--- config.mk ---
export PLATFORM = sky130hd
export DESIGN_NAME = rx_status_queue
export DESIGN_NICKNAME = d
export VERILOG_FILES = /design/src/rtl/rxq_pkg.sv /design/src/rtl/rxq_ptrs.sv /design/src/rtl/rxq_records.sv /design/src/rtl/rxq_rdtrack.sv /design/src/rtl/rx_status_queue.sv
export SDC_FILE = /design/constraint.sdc
export NUM_CORES = 1
export LEC_CHECK = 0
export BUFFER_PORTS_ARGS = -buffer_cell sky130_fd_sc_hd__buf_2
export CAP_MARGIN = 20
export CORE_ASPECT_RATIO = 1.75
export CORE_MARGIN = 8
export CORE_UTILIZATION = 45
export CTS_CLUSTER_DIAMETER = 150
export CTS_CLUSTER_SIZE = 10
export DETAILED_ROUTE_END_ITERATION = 7
export PLACE_DENSITY = 0.7
export SYNTH_ARGS = -nofsm -noshare
export SYNTH_HDL_FRONTEND = slang
export SYNTH_HIERARCHICAL = 1
export SYNTH_SLANG_ARGS = --single-unit
export TNS_END_PERCENT = 5
--- constraint.sdc ---
create_clock -name clk -period 5.3 [get_ports clk]
set_input_delay 1.06 -clock clk [delete_from_list [all_inputs] [get_ports clk]]
set_output_delay 1.06 -clock clk [all_outputs]
set_load 0.01 [all_outputs]
--- src/rtl/rxq_pkg.sv ---
package rxq_pkg;
  localparam int CLASS_W = 4;

  // Keep only the recognised error classes; everything else reads as clean.
  function automatic logic [CLASS_W-1:0] rxq_class(input logic [CLASS_W-1:0] raw);
    case (raw)
      4'b1000, 4'b1011, 4'b1100,
      4'b1101, 4'b1001, 4'b0010: return raw;
      default:                   return 4'b0000;
    endcase
  endfunction
endpackage

--- src/rtl/rxq_ptrs.sv ---
module rxq_ptrs #(
  parameter int DEPTH = 8,
  localparam int IDX_W = (DEPTH > 1) ? $clog2(DEPTH) : 1,
  localparam int OCC_W = $clog2(DEPTH + 1)
) (
  input  logic             clk,
  input  logic             clr,
  input  logic             wr_start,
  input  logic             wr_end,
  input  logic             discard,
  input  logic             head_done,
  output logic             push,
  output logic             pop,
  output logic             fin,
  output logic [IDX_W-1:0] head_idx,
  output logic [IDX_W-1:0] tail_idx,
  output logic [IDX_W-1:0] act_idx,
  output logic [OCC_W-1:0] occ,
  output logic             receiving,
  output logic             full
);
  function automatic logic [IDX_W-1:0] bump(input logic [IDX_W-1:0] p);
    return (p == IDX_W'(DEPTH - 1)) ? '0 : p + 1'b1;
  endfunction

  assign full = (occ == OCC_W'(DEPTH));
  assign push = wr_start && !receiving && !full;
  assign pop  = discard && (occ != '0) && head_done;
  assign fin  = wr_end && receiving;

  always_ff @(posedge clk) begin
    if (clr) begin
      head_idx  <= '0;
      tail_idx  <= '0;
      act_idx   <= '0;
      occ       <= '0;
      receiving <= 1'b0;
    end else begin
      if (push) begin
        tail_idx  <= bump(tail_idx);
        act_idx   <= tail_idx;
        receiving <= 1'b1;
      end else if (fin) begin
        receiving <= 1'b0;
      end
      if (pop) head_idx <= bump(head_idx);
      occ <= occ + OCC_W'(push) - OCC_W'(pop);
    end
  end

  assert_occ_cap_R6: assert property (@(posedge clk) disable iff (clr)
    occ <= OCC_W'(DEPTH));
  assert_refuse_full_R6: assert property (@(posedge clk) disable iff (clr)
    full |=> (occ <= $past(occ)));
  assert_one_open_R5: assert property (@(posedge clk) disable iff (clr)
    (receiving && !fin) |=> (receiving && $stable(act_idx)));
endmodule

--- src/rtl/rxq_records.sv ---
module rxq_records
  import rxq_pkg::*;
#(
  parameter int DEPTH     = 8,
  parameter int CNT_W     = 11,
  parameter int MAX_BYTES = 1514,
  localparam int IDX_W = (DEPTH > 1) ? $clog2(DEPTH) : 1
) (
  input  logic               clk,
  input  logic               clr,
  input  logic               push,
  input  logic               fin,
  input  logic               byte_en,
  input  logic [IDX_W-1:0]   tail_idx,
  input  logic [IDX_W-1:0]   act_idx,
  input  logic [IDX_W-1:0]   head_idx,
  input  logic [CLASS_W-1:0] wr_code,
  output logic [CNT_W-1:0]   head_bytes,
  output logic [CLASS_W-1:0] head_class,
  output logic               head_done
);
  logic [CNT_W-1:0]   bytes_q [DEPTH];
  logic [CLASS_W-1:0] class_q [DEPTH];
  logic               done_q  [DEPTH];

  for (genvar i = 0; i < DEPTH; i++) begin : g_rec
    always_ff @(posedge clk) begin
      if (clr) begin
        bytes_q[i] <= '0;
        class_q[i] <= '0;
        done_q[i]  <= 1'b0;
      end else if (push && tail_idx == IDX_W'(i)) begin
        bytes_q[i] <= '0;
        class_q[i] <= '0;
        done_q[i]  <= 1'b0;
      end else if (act_idx == IDX_W'(i)) begin
        if (byte_en && bytes_q[i] < CNT_W'(MAX_BYTES))
          bytes_q[i] <= bytes_q[i] + 1'b1;
        if (fin) begin
          done_q[i]  <= 1'b1;
          class_q[i] <= rxq_class(wr_code);
        end
      end
    end

    assert_count_sat_R11: assert property (@(posedge clk) disable iff (clr)
      bytes_q[i] <= CNT_W'(MAX_BYTES));
  end

  assign head_bytes = bytes_q[head_idx];
  assign head_class = class_q[head_idx];
  assign head_done  = done_q[head_idx];
endmodule

--- src/rtl/rxq_rdtrack.sv ---
module rxq_rdtrack #(
  parameter int CNT_W = 11
) (
  input  logic             clk,
  input  logic             clr,
  input  logic             rd_byte,
  input  logic             head_valid,
  input  logic [CNT_W-1:0] head_bytes,
  input  logic             pop,
  output logic [CNT_W-1:0] rd_cnt,
  output logic             underrun
);
  logic overread;
  assign overread = rd_byte && (!head_valid || rd_cnt >= head_bytes);

  always_ff @(posedge clk) begin
    if (clr) begin
      rd_cnt   <= '0;
      underrun <= 1'b0;
    end else begin
      if (overread) underrun <= 1'b1;
      if (pop)
        rd_cnt <= '0;
      else if (rd_byte && !overread)
        rd_cnt <= rd_cnt + 1'b1;
    end
  end

  assert_underrun_sticky_R9: assert property (@(posedge clk) disable iff (clr)
    underrun |=> underrun);
  assert_pop_rewind_R7: assert property (@(posedge clk) disable iff (clr)
    pop |=> (rd_cnt == '0));
  assert_reads_bounded_R9: assert property (@(posedge clk) disable iff (clr)
    head_valid |-> (rd_cnt <= head_bytes));
endmodule

--- src/rtl/rx_status_queue.sv ---
module rx_status_queue
  import rxq_pkg::*;
#(
  parameter int DEPTH     = 8,
  parameter int CNT_W     = 11,
  parameter int MAX_BYTES = 1514,
  localparam int IDX_W  = (DEPTH > 1) ? $clog2(DEPTH) : 1,
  localparam int OCC_W  = $clog2(DEPTH + 1),
  localparam int STAT_W = 1 + CLASS_W + CNT_W
) (
  input  logic              clk,
  input  logic              rst,
  input  logic              rx_reset,
  input  logic              wr_start,
  input  logic              wr_byte,
  input  logic              wr_end,
  input  logic [CLASS_W-1:0] wr_code,
  input  logic              rd_byte,
  input  logic              discard,
  output logic [STAT_W-1:0] head_status,
  output logic              rx_complete,
  output logic              rx_receiving,
  output logic              status_overrun,
  output logic              rx_underrun,
  output logic              adapter_fail
);
  logic               clr;
  logic               push, pop, fin, full, head_done, head_valid;
  logic [IDX_W-1:0]   head_idx, tail_idx, act_idx;
  logic [OCC_W-1:0]   occ;
  logic [CNT_W-1:0]   head_bytes, rd_cnt;
  logic [CLASS_W-1:0] head_class;

  assign clr = rst | rx_reset;

  rxq_ptrs #(.DEPTH(DEPTH)) u_ptrs (
    .clk(clk), .clr(clr), .wr_start(wr_start), .wr_end(wr_end),
    .discard(discard), .head_done(head_done), .push(push), .pop(pop),
    .fin(fin), .head_idx(head_idx), .tail_idx(tail_idx), .act_idx(act_idx),
    .occ(occ), .receiving(rx_receiving), .full(full)
  );

  rxq_records #(.DEPTH(DEPTH), .CNT_W(CNT_W), .MAX_BYTES(MAX_BYTES)) u_recs (
    .clk(clk), .clr(clr), .push(push), .fin(fin),
    .byte_en(wr_byte && rx_receiving), .tail_idx(tail_idx),
    .act_idx(act_idx), .head_idx(head_idx), .wr_code(wr_code),
    .head_bytes(head_bytes), .head_class(head_class), .head_done(head_done)
  );

  assign head_valid = (occ != '0);

  rxq_rdtrack #(.CNT_W(CNT_W)) u_rd (
    .clk(clk), .clr(clr), .rd_byte(rd_byte), .head_valid(head_valid),
    .head_bytes(head_bytes), .pop(pop), .rd_cnt(rd_cnt), .underrun(rx_underrun)
  );

  always_comb begin
    if (!head_valid)
      head_status = {1'b1, {CLASS_W{1'b0}}, {CNT_W{1'b0}}};
    else if (head_done)
      head_status = {1'b0, head_class, head_bytes};
    else
      head_status = {1'b1, {CLASS_W{1'b0}}, head_bytes};
  end

  assign rx_complete    = head_valid && head_done;
  assign status_overrun = full;
  assign adapter_fail   = rx_underrun;

  assert_empty_busy_R4: assert property (@(posedge clk) disable iff (clr)
    !head_valid |-> head_status[STAT_W-1]);
  assert_complete_flag_R8: assert property (@(posedge clk) disable iff (clr)
    rx_complete |-> !head_status[STAT_W-1]);
  assert_fail_tracks_R9: assert property (@(posedge clk) disable iff (clr)
    $rose(rx_underrun) |-> adapter_fail);
  assert_overrun_clear_R6: assert property (@(posedge clk) disable iff (clr)
    (status_overrun && pop) |=> !status_overrun);
endmodule

After elaboration in Yosys (flattened, before gate mapping)
Memories as Yosys holds them, arrays and structs flattened. A register that Yosys moved wholly into a read port is not among the register bits.
Cells that the tools add are included.
Word-level totals
  memories kept: 3
  bits in read-only memories: 0
  latch bits: 0
  output and inout bits: 21
  register bits after elaboration: 26
  bits in writable memories: 128
Operators by class
  divide/modulo/power cells: 0
  equality and inequality tests: 22
  mux-type cells: 185
  $lt $le $gt $ge: 9
  add/subtract/negate cells: 13
  multipliers: 0
  bitwise gates (word level): 49
  shifts and indexed selects: 0
  reductions and logical operators: 36
Memories
  u_recs.bytes_q: depth 8, bits a word 11, rd ports 9, clocked after Yosys merged registers in 1, write ports 8, RTL line rxq_records.sv:22  | logic [CNT_W-1:0] bytes_q [DEPTH];
  u_recs.class_q: depth 8, bits a word 4, rd ports 1, clocked after Yosys merged registers in 1, write ports 8, RTL line rxq_records.sv:23  | logic [CLASS_W-1:0] class_q [DEPTH];
  u_recs.done_q: depth 8, bits a word 1, rd ports 1, clocked after Yosys merged registers in 1, write ports 8, RTL line rxq_records.sv:24  | logic done_q [DEPTH];
Operators with widths (count)
  $mux W11: 16
  $mux W4: 42
  $mux W1: 117
  $add A11 B1 Y11 const B: 9
  $lt A11 B11 Y1 const B: 8
  $or A1 B1 Y1: 49
  $mux W16: 2
  $eq A3 B3 Y1 const B: 9
  $logic_and A1 B1 Y1: 25
  $eq A4 B4 Y1 const B: 6
  $mux W3: 8
  $eq A3 B2 Y1 const B: 4
  $ge A11 B11 Y1: 1
  $add A3 B1 Y3 const B: 2
  $eq A3 B1 Y1 const B: 2
  $logic_not A3 Y1: 2
  $reduce_or A6 Y1: 1
  $add A4 B1 Y4: 1
  $eq A4 B2 Y1 const B: 1
  $logic_not A1 Y1: 4
  $reduce_bool A4 Y1: 1
  $sub A4 B1 Y4: 1
  $reduce_bool A2 Y1: 1
  $reduce_or A2 Y1: 1
  $logic_or A1 B1 Y1: 1

Logic depth before layout (Yosys ltp)
Gate-level depths: netlist of the first run.
  word-level depth: 9
  gate-level depth with buffers: 14

Cells and area by module
The synthesis of the first run kept the hierarchy.
Modules (own cells, without submodules)
  rxq_records: instances 1, sequential area each 3843.7 um2, area each 7324.5 um2, cells an instance 613
  rxq_rdtrack: instances 1, sequential area each 240.2 um2, area each 937.1 um2, cells an instance 112
  rxq_ptrs: instances 1, sequential area each 280.3 um2, area each 757.0 um2, cells an instance 77
  rx_status_queue: instances 1, sequential area each 0.0 um2, area each 181.4 um2, cells an instance 23

Least setup slack after synthesis of the first run
No wires, ideal clock.
  path type: reg-to-reg
  start point: register, netlist name u_ptrs/head_idx[0]
  end point: register u_rd.rd_cnt[7]
  data required time: 5230 ps
  stages on the path, launching flop included: 11
  slack: 2338 ps
  period minus slack after synthesis: 2962 ps
  arrival: 2892 ps
  cell sequence: dfxtp_1 buf_6 buf_6 mux4_1 mux2_2 ha_1 nand2b_1 a31oi_2 o2111ai_4 or4_1 a21oi_1
RTL lines
  end signal: assignment: RTL line rxq_rdtrack.sv:25  | rd_cnt <= rd_cnt + 1'b1;
  end: declaration: RTL line rxq_rdtrack.sv:10  | output logic [CNT_W-1:0] rd_cnt,

==> results of run 1 <==
## routing by layer
| metal | wire (um) | vias up | share of wire, % |
|---|---|---|---|
| li1 | - | 3093 | - |
| met1 | 8080 | 3152 | 38 |
| met2 | 11300 | 187 | 53 |
| met3 | 915 | 67 | 4.3 |
| met4 | 1060 | 0 | 5.0 |
| met5 | 0 | - | 0 |
## critical path: stages, from the launching register on
cell and delay [ns]:
dfxtp_1 0.84, buf_4 0.33, mux4_1 0.62, mux2_2 0.29
and3_1 0.16, buf_2 0.13
## path summary, 6_finish.rpt
path	startpoint	end	slack [ns]
max	u_ptrs/head_idx[0]	head_status[11]	1.43
min	u_rd/rd_cnt[10]	u_rd/rd_cnt[10]	0.49
max reg2reg	u_ptrs/head_idx[0]	u_rd/rd_cnt[3]	1.68
min reg2reg	u_rd/rd_cnt[10]	u_rd/rd_cnt[10]	0.49
## cell usage in the layout (no fill, tap or decap), types with 6 or more instances in the layout
cell	n
or4_1	9
nand2_1	47
nor3_1	10
inv_6	7
nor2_1	142
and4_1	12
dfxtp_1	26
xor2_1	37
clkbuf_16	17
edfxtp_1	128
nand2b_1	17
a21oi_1	17
nand4_1	29
ha_1	30
buf_4	7
mux2_2	18
and2_1	12
nand3_1	42
o21ai_0	6
mux2i_1	10
xnor2_1	32
mux4_1	25
mux4_2	7
inv_1	50
o31ai_1	12
and2_4	8
buf_2	32
nor2b_1	9
## area by class of cell
| class | instances | area [sq um] |
|---|---|---|
| fill | 1844 | 10100 |
| multi-input combinational | 591 | 4450 |
| sequential | 154 | 4360 |
| clock buffer | 17 | 425 |
| tap | 248 | 310 |
| timing repair buffer | 39 | 213 |
| inverter | 51 | 191 |
| clock inverter | 15 | 178 |
## kinds of logic (layout without fill, tap and decap cells)
kind of cell,Yosys count,count (layout),share of synthesized area (%)
and+or+nand+nor,362,362,19.8
DFF,154,154,47.4
buffers and inverters,80,122,4.27
AOI/OAI and AO/OA,69,69,5.48
xor gates and xnor gates,69,69,6.57
muxes,60,60,12.1
adders and majority gates,31,31,4.30
## power by group
part	switching, mW	internal (mW)
Clock	0.543	0.712
Combinational	0.109	0.0774
Sequential	0.0578	1.35
## through the flow
step / hold slack, ns / power (mW) / utilization [%] / instance area, sq um / worst slack [ns]
after detailed placement: 0.472 / 1.62 / 47.2 / 9530 / 1.49
final: 0.488 / 2.85 / 50.1 / 10100 / 1.43
after CTS: 0.487 / 2.88 / 50.1 / 10100 / 1.39
after global placement: 0.470 / 1.62 / 47.2 / 9530 / 1.51
after global routing: 0.522 / 2.94 / 50.1 / 10100 / 1.32
after floorplan: 0.447 / 1.56 / - / 9200 / 2.34
## state kept, by name, indices dropped and copies added, names as in the netlist
register	flops
u_recs/bytes_q	88
u_recs/class_q	32
u_rd/rd_cnt	11
u_recs/done_q	8
u_ptrs/occ	4
u_ptrs/act_idx	3
u_ptrs/head_idx	3
u_ptrs/tail_idx	3
u_ptrs/receiving	1
u_rd/underrun	1
==> results.py, run 1 <==
metrics = {
    "clock_tree": {
        "cts_buffer_depth": 2,
        "cts_resized": 0,
        "h-tree-depth": 4,
        "clkTransAtPathRegs_ns": 0.07,
        "worstSkewPairLatency_ns": 0.44,
        "hold_buffers": 0,
        "cts_buffers": 17,
        "cts.sinks": 154,
        "cts_root_buffer": "clkbuf_16",
        "cts_tree": "done",
        "postCtsSetupBuffers": 0,
    },
    "routing": {
        "via_per_inst": 5.83,
        "wire_per_inst_um": 19.2,
        "drt_iter0_markers": 433,
        "route.detailed.drc": 0,
        "antenna_left": 0,
        "drt_pass1_iterations": 8,
        "via_count": 6499,
        "routed_wl_um": 21400,
    },
    "critical_path": {
        "cp-end-kind": "primary output",
        "critPathKind": "register to primary output",
        "required_ns": 4.24,
        "start_kind": "register",
        "cp_data_arrival_time_ns": 2.81,
        "crit_fanout": 16,
        "ff2ff_path_depth": 9,
    },
    "run_status": {
        "status": "finished clean",
    },
    "sta": {
        "tns_ns": 0,
        "finalCriticalPeriod_ns": 3.87,
        "slew_headroom_pct": 32.7,
        "rsz0062_at_grt": "no",
        "finalSetupViolations": 0,
        "fmax_mhz": 258,
        "finalCritPeriodShare_pct": 73.0,
        "slew_viol_final": 0,
        "tightest_slew_ns": 1.01,
        "fin_skew_ns": 0.00916,
        "hold_violations": 0,
    },
    "run": {
        "drv_cap": 0,
    },
    "logic_synthesis": {
        "synth_seq_area_share_pct": 47.4,
        "synth_most_common_cell": "nor2_1",
        "ys_dominant_reg_cell": "edfxtp_1",
        "synthTopCellsByArea": "edfxtp_1, mux4_1, nor2_1",
        "yosysWarnings": 6,
        "synth_nets": 868,
        "syn_inst": 825,
        "synth_largest_area_cell": "edfxtp_1",
        "synth-edff-count": 128,
        "netlist_area_sq_mm": 0.00920,
        "synth_seq_cells": 154,
        "synth_common_cells": "nor2_1, edfxtp_1, inv_1",
        "synth.top_cell.area_share_pct": 41.8,
        "avgSynthCellArea_sq_um": 11.2,
        "synthArstFlopShare_pct": 0,
        "ys_types": 65,
    },
    "cells_and_area": {
        "antenna_cells": 0,
        "area_growth_pct": 10.1,
        "fin_cells": 1115,
        "nets": 897,
        "drive_gt1_share_pct": 13.7,
    },
    "hold_path": {
        "hold_depth": 2,
        "worstHoldPathType": "register to register",
    },
    "grt": {
        "grt_util_met2_pct": 30.7,
        "grt.met1_usage_pct": 18.6,
        "met3_usage_pct": 3.53,
        "grtUsageTotal_pct": 17.3,
        "grt_max_degree": 33,
        "grt_pass1_wl_um": 33600,
        "grt_pass1_vias": 6390,
        "antenna_found_initial": 0,
        "top_usage_layer": "met2",
        "gr-total-overflow": 0,
    },
    "power_and_ir_drop": {
        "power_leakage_nw": 3.75,
        "ir_drop_uv": 249,
        "power_density_mw_per_mm2": 282,
    },
    "floorplan": {
        "die_height_um": 205,
        "rows": 69,
        "io_pins": 33,
        "die_w_um": 124,
        "core-area_sq_mm": 0.0202,
        "dieArea_sq_mm": 0.0255,
        "start_util_pct": 45.5,
    },
    "placement": {
        "dp_hpwl_um": 15800,
        "dp_cells": 1083,
        "place_congestion": 0.887,
        "port_buffers": 32,
    },
}
No activity file was read; power rests on OpenSTA's default activity.
==> run 2, diff against run 1 <==
Settings changed: PLACE_DENSITY 0.7 to 0.72.
Clock period 5.3 ns to 3.3 ns, I/O delays scaled along.
==> run 2 against run 1 <==
Net effect: power up 63%; global-route usage up 1.2 points; utilization up 1.4 points; critical path type is now register to register; largest cell class unchanged; highest routed layer unchanged.
==> results.py, run 2 (synthesis gave the netlist of run 1 again) <==
metrics = {
    "critical_path": {
        "cp_data_arrival_time_ns": 3.48,
        "cp-end-kind": "register",
        "r2r_slack_ns": 0.13,
        "r2r_start": "u_ptrs/head_idx[1]",
        "required_ns": 3.61,
        "r2r-end": "u_rd/rd_cnt[3]",
        "start_kind": "register",
        "ff2ff_path_depth": 11,
        "critPathKind": "register to register",
        "crit_fanout": 22,
    },
    "sta": {
        "finalCritPeriodShare_pct": 96.0,
        "rsz0062_at_grt": "no",
        "tightest_slew_ns": 0.677,
        "finalSetupViolations": 0,
        "slew_headroom_pct": 54.7,
        "fin_skew_ns": 0.00673,
        "tns_ns": 0,
        "hold_violations": 0,
        "fmax_mhz": 316,
        "slew_viol_final": 0,
        "finalCriticalPeriod_ns": 3.17,
        "hold_ws_ns": 0.471,
    },
    "routing": {
        "drt_pass1_iterations": 5,
        "route.detailed.drc": 0,
        "drt_iter0_markers": 491,
        "wire_per_inst_um": 19.8,
        "via_count": 6699,
        "antenna_left": 0,
        "routed_wl_um": 22700,
        "via_per_inst": 5.86,
    },
    "cells_and_area": {
        "largest-register": "u_recs/bytes_q",
        "fin_cells": 1143,
        "fillers": 1811,
        "nets": 925,
        "final_cell_mix": "nor2_1, edfxtp_1, inv_1",
        "layout_commonest_cell": "nor2_1",
        "largest_reg_flops": 88,
        "top_regs": "u_recs/bytes_q x88, u_recs/class_q x32, u_rd/rd_cnt x11",
        "area_growth_pct": 13.1,
        "final_area_sq_mm": 0.0104,
        "drive_gt1_share_pct": 16.1,
        "antenna_cells": 0,
    },
    "clock_tree": {
        "cts_tree": "done",
        "cts.sinks": 154,
        "h-tree-depth": 4,
        "cts_buffers": 17,
        "cts_root_buffer": "clkbuf_16",
        "hold_buffers": 0,
        "cts_buffer_depth": 2,
        "clkTransAtPathRegs_ns": 0.06,
        "worstSkewPairLatency_ns": 0.43,
    },
    "power_and_ir_drop": {
        "power_leakage_nw": 3.88,
        "power.total_mw": 4.65,
        "ir_drop_uv": 294,
        "power_density_mw_per_mm2": 447,
    },
    "placement": {
        "dp_cells": 1109,
        "placed_cell_area_sq_mm": 0.00975,
        "port_buffers": 32,
        "dp_hpwl_um": 17100,
        "place_congestion": 0.882,
    },
    "grt": {
        "grt_pass1_vias": 6654,
        "grt_max_degree": 23,
        "gr-total-overflow": 0,
        "grt_pass1_wl_um": 35600,
        "grtUsageTotal_pct": 18.5,
        "antenna_found_initial": 0,
    },
    "floorplan": {
        "rows": 69,
        "core-area_sq_mm": 0.0202,
        "io_pins": 33,
        "die_w_um": 124,
        "die_height_um": 205,
        "dieArea_sq_mm": 0.0255,
        "start_util_pct": 45.5,
    },
    "hold_path": {
        "worstHoldPathType": "register to register",
        "hp-start": "u_rd/underrun",
        "hold_depth": 2,
        "whs_endpoint": "u_rd/underrun",
    },
    "run_status": {
        "status": "finished clean",
    },
    "run": {
        "drv_cap": 0,
    },
}
-- run 2: repair_timing --
action	CTS	global route
endpoints found under the setup margin	0	9
resized for setup	0	3
buffers inserted	0	1
-- run 2: routing by layer --
| layer | vias up | share of wire [%] | wire, um | GRT usage (%) |
|---|---|---|---|---|
| li1 | 3156 | - | - | - |
| met4 | 0 | 4.5 | 1010 | 10.4 |
| met5 | - | 0 | 0 | 0 |
| met1 | 3295 | 36 | 8120 | 18.8 |
| met3 | 53 | 4.5 | 1020 | 3.59 |
| met2 | 195 | 55 | 12500 | 33.9 |
-- run 2: worst max-delay path: stages, from the launching register on --
cell and delay (ns):
dfxtp_1 0.39, buf_12 0.20, mux4_1 0.60, mux2_2 0.31, ha_1 0.29, nand2b_1 0.17, a31oi_4 0.22, buf_4 0.16
o2111ai_4 0.17, buf_4 0.22, o31ai_1 0.22, a21oi_1 0.10
-- run 2: final cells by class --
class	count	area, sq um	share of cell area, %
flip-flops and latches	154	4360	42.0
clock buffers	21	440	4.23
well taps	248	310	2.98
inverters	51	191	1.84
clock inverters	11	171	1.65
repair buffers	66	440	4.23
multi-input cells	592	4480	43.1
-- run 2: how the worst max path moves through the flow --
| stage | startpoint | end | slack [ns] | cells after the start |
|---|---|---|---|---|
| after floorplan | u_ptrs/head_idx[0] | u_rd/rd_cnt[7] | 0.34 | 10 |
| after global placement | u_ptrs/head_idx[1] | u_rd/rd_cnt[2] | 0.17 | 9 |
| after detailed placement | u_ptrs/head_idx[1] | u_rd/rd_cnt[3] | 0.08 | 9 |
| after CTS | u_ptrs/head_idx[1] | u_rd/rd_cnt[3] | 0.07 | 9 |
| after global routing | u_ptrs/head_idx[0] | u_rd/rd_cnt[3] | 0.01 | 10 |
| final | u_ptrs/head_idx[1] | u_rd/rd_cnt[3] | 0.13 | 11 |
-- run 2: report_power, final --
part	switching [mW]	total, mW	internal [mW]
Combinational	0.195	0.339	0.145
Clock	0.777	2.04	1.26
Sequential	0.0898	2.27	2.18
-- run 2: metrics by stage --
step                utilization [%]  setup WS (ns)
global placement               48.2          0.171
detailed placement             48.2         0.0761
finish                         51.5          0.131
CTS                            51.3         0.0709
floorplan                         -          0.338
global route                   51.5         0.0120
==> run 3, diff against run 2 <==
Settings changed: RECOVER_POWER set to 100.
==> run 3 against run 2 <==
Net effect: clock-buffer cell count unchanged; final cell count is the same; sequential share of layout area grew 0.23 points; sequential power about the same; routed wire length about the same; via count unchanged; largest power group unchanged; highest routed layer unchanged.
==> results.py, run 3 (synthesis gave the netlist of run 1 again) <==
metrics = {
    "run_status": {
        "status": "finished clean",
    },
    "clock_tree": {
        "worstSkewPairLatency_ns": 0.43,
        "cts_root_buffer": "clkbuf_16",
        "cts_buffers": 17,
        "h-tree-depth": 4,
        "clkTransAtPathRegs_ns": 0.06,
        "cts.sinks": 154,
        "cts_buffer_depth": 2,
        "cts_tree": "done",
        "hold_buffers": 0,
    },
    "routing": {
        "routed_wl_um": 22700,
        "drt_pass1_iterations": 7,
        "via_per_inst": 5.86,
        "route.detailed.drc": 0,
        "wire_per_inst_um": 19.8,
        "antenna_left": 0,
        "drt_iter0_markers": 497,
        "via_count": 6699,
    },
    "power_and_ir_drop": {
        "power.share.sequential_pct": 48.8,
        "power.total_mw": 4.64,
        "internal_power_mw": 3.58,
        "p_sw_mw": 1.06,
        "power_density_mw_per_mm2": 449,
        "p_comb_share_pct": 7.2,
        "swShare_pct": 22.9,
        "power_leakage_nw": 3.80,
        "power_frac_clock_pct": 44.0,
        "ir_drop_uv": 294,
    },
    "cells_and_area": {
        "largest-register": "u_recs/bytes_q",
        "top_regs": "u_recs/bytes_q x88, u_recs/class_q x32, u_rd/rd_cnt x11",
        "antenna_cells": 0,
        "final_cell_mix": "nor2_1, edfxtp_1, inv_1",
        "drive_gt1_share_pct": 13.0,
        "largest_reg_flops": 88,
        "nets": 925,
        "layout_commonest_cell": "nor2_1",
        "area_growth_pct": 12.5,
    },
    "critical_path": {
        "endpoint": "u_rd/rd_cnt[3]",
        "crit_fanout": 22,
        "required_ns": 3.61,
        "critPathKind": "register to register",
        "critical_path.startpoint": "u_ptrs/head_idx[1]",
        "r2r-end": "u_rd/rd_cnt[3]",
        "cp-end-kind": "register",
        "cp_data_arrival_time_ns": 3.48,
        "r2r_slack_ns": 0.14,
        "ff2ff_path_depth": 11,
        "r2r_start": "u_ptrs/head_idx[1]",
        "start_kind": "register",
    },
    "sta": {
        "fin_skew_ns": 0.00811,
        "tns_ns": 0,
        "hold_violations": 0,
        "fmax_mhz": 316,
        "finalSetupViolations": 0,
        "setup_ws_ns": 0.137,
        "slew_viol_final": 0,
        "finalCritPeriodShare_pct": 95.9,
        "slew_headroom_pct": 54.5,
        "rsz0062_at_grt": "no",
        "tightest_slew_ns": 0.679,
        "finalCriticalPeriod_ns": 3.16,
    },
    "grt": {
        "grtUsageTotal_pct": 18.5,
        "grt_max_degree": 23,
        "gr-total-overflow": 0,
        "antenna_found_initial": 0,
        "grt_pass1_wl_um": 35600,
        "grt_pass1_vias": 6654,
    },
    "floorplan": {
        "dieArea_sq_mm": 0.0255,
        "start_util_pct": 45.5,
        "die_height_um": 205,
        "die_w_um": 124,
        "io_pins": 33,
        "core-area_sq_mm": 0.0202,
        "rows": 69,
    },
    "placement": {
        "place_congestion": 0.882,
        "dp_slack_ns": 0.0761,
        "port_buffers": 32,
        "dp_hpwl_um": 17100,
    },
    "hold_path": {
        "worstHoldPathType": "register to register",
    },
    "run": {
        "drv_cap": 0,
    },
}
run 3: changes by cell type in the layout (fill, tap and decap cells not counted):
cell | before | now
and2_0 | 0 | 3
and2_1 | 12 | 10
and2_4 | 8 | 7
buf_2 | 32 | 20
buf_4 | 32 | 23
clkbuf_1 | 4 | 25
clkinv_1 | 0 | 1
inv_2 | 1 | 0
mux2_1 | 0 | 4
mux2_2 | 18 | 14
nor3b_1 | 0 | 1
nor3b_2 | 1 | 0
run 3: timing repair:
| action | CTS | global route |
|---|---|---|
| endpoints found under the hold margin | 0 | 0 |
| setup endpoints to repair | 0 | 9 |
| setup buffers | 0 | 1 |
| gates resized for setup | 0 | 3 |
run 3: per-stage QoR:
step                      hold slack (ns)  cells  area [sq um]  utilization, %
after floorplan                     0.447    825          9200               -
after global placement              0.467   1109          9750            48.2
after detailed placement            0.475   1109          9750            48.2
after CTS                           0.484   1141         10400            51.3
after global routing                0.508   1143         10300            51.2
final                               0.474   1143         10300            51.2
run 3: worst min-delay path by stage:
| stage | startpoint | end | slack (ns) | cells after the start |
|---|---|---|---|---|
| after floorplan | u_rd/rd_cnt[10] | u_rd/rd_cnt[10] | 0.45 | 2 |
| after global placement | u_rd/underrun | u_rd/underrun | 0.47 | 2 |
| after detailed placement | u_rd/underrun | u_rd/underrun | 0.47 | 2 |
| after CTS | u_rd/underrun | u_rd/underrun | 0.48 | 2 |
| after global routing | u_rd/underrun | u_rd/underrun | 0.51 | 2 |
| final | u_rd/underrun | u_rd/underrun | 0.47 | 2 |
run 3: power by group through the flow:
stage                     logic, mW  clock network [mW]  registers [mW]
after detailed placement      0.324                   0            2.31
after CTS                     0.327                2.07            2.26
after global routing          0.369                2.15            2.27
after global placement        0.318                   0            2.30
final                         0.335                2.04            2.27
after floorplan               0.235                   0            2.27
run 3: layer usage:
layer / wire (um) / track usage [%] / vias to the layer above
met5: 0 / 0 / -
met4: 1020 / 10.4 / 0
met3: 1020 / 3.59 / 55
met2: 12500 / 33.9 / 223
met1: 8130 / 18.8 / 3271
li1: - / - / 3150
run 3: worst max-delay path: stages (launching register included):
cell,delay (ns)
dfxtp_1,0.39
buf_12,0.20
mux4_1,0.60
mux2_2,0.31
ha_1,0.29
nand2b_1,0.17
a31oi_4,0.22
buf_4,0.16
o2111ai_4,0.17
buf_4,0.22
o31ai_1,0.22
a21oi_1,0.10
run 3: layout make-up:
class | count | area (sq um)
inverter | 51 | 191
multi-input combinational | 592 | 4480
clock buffer | 21 | 440
fill | 1823 | 9860
timing repair buffer | 66 | 392
sequential | 154 | 4360
clock inverter | 11 | 171
tap | 248 | 310
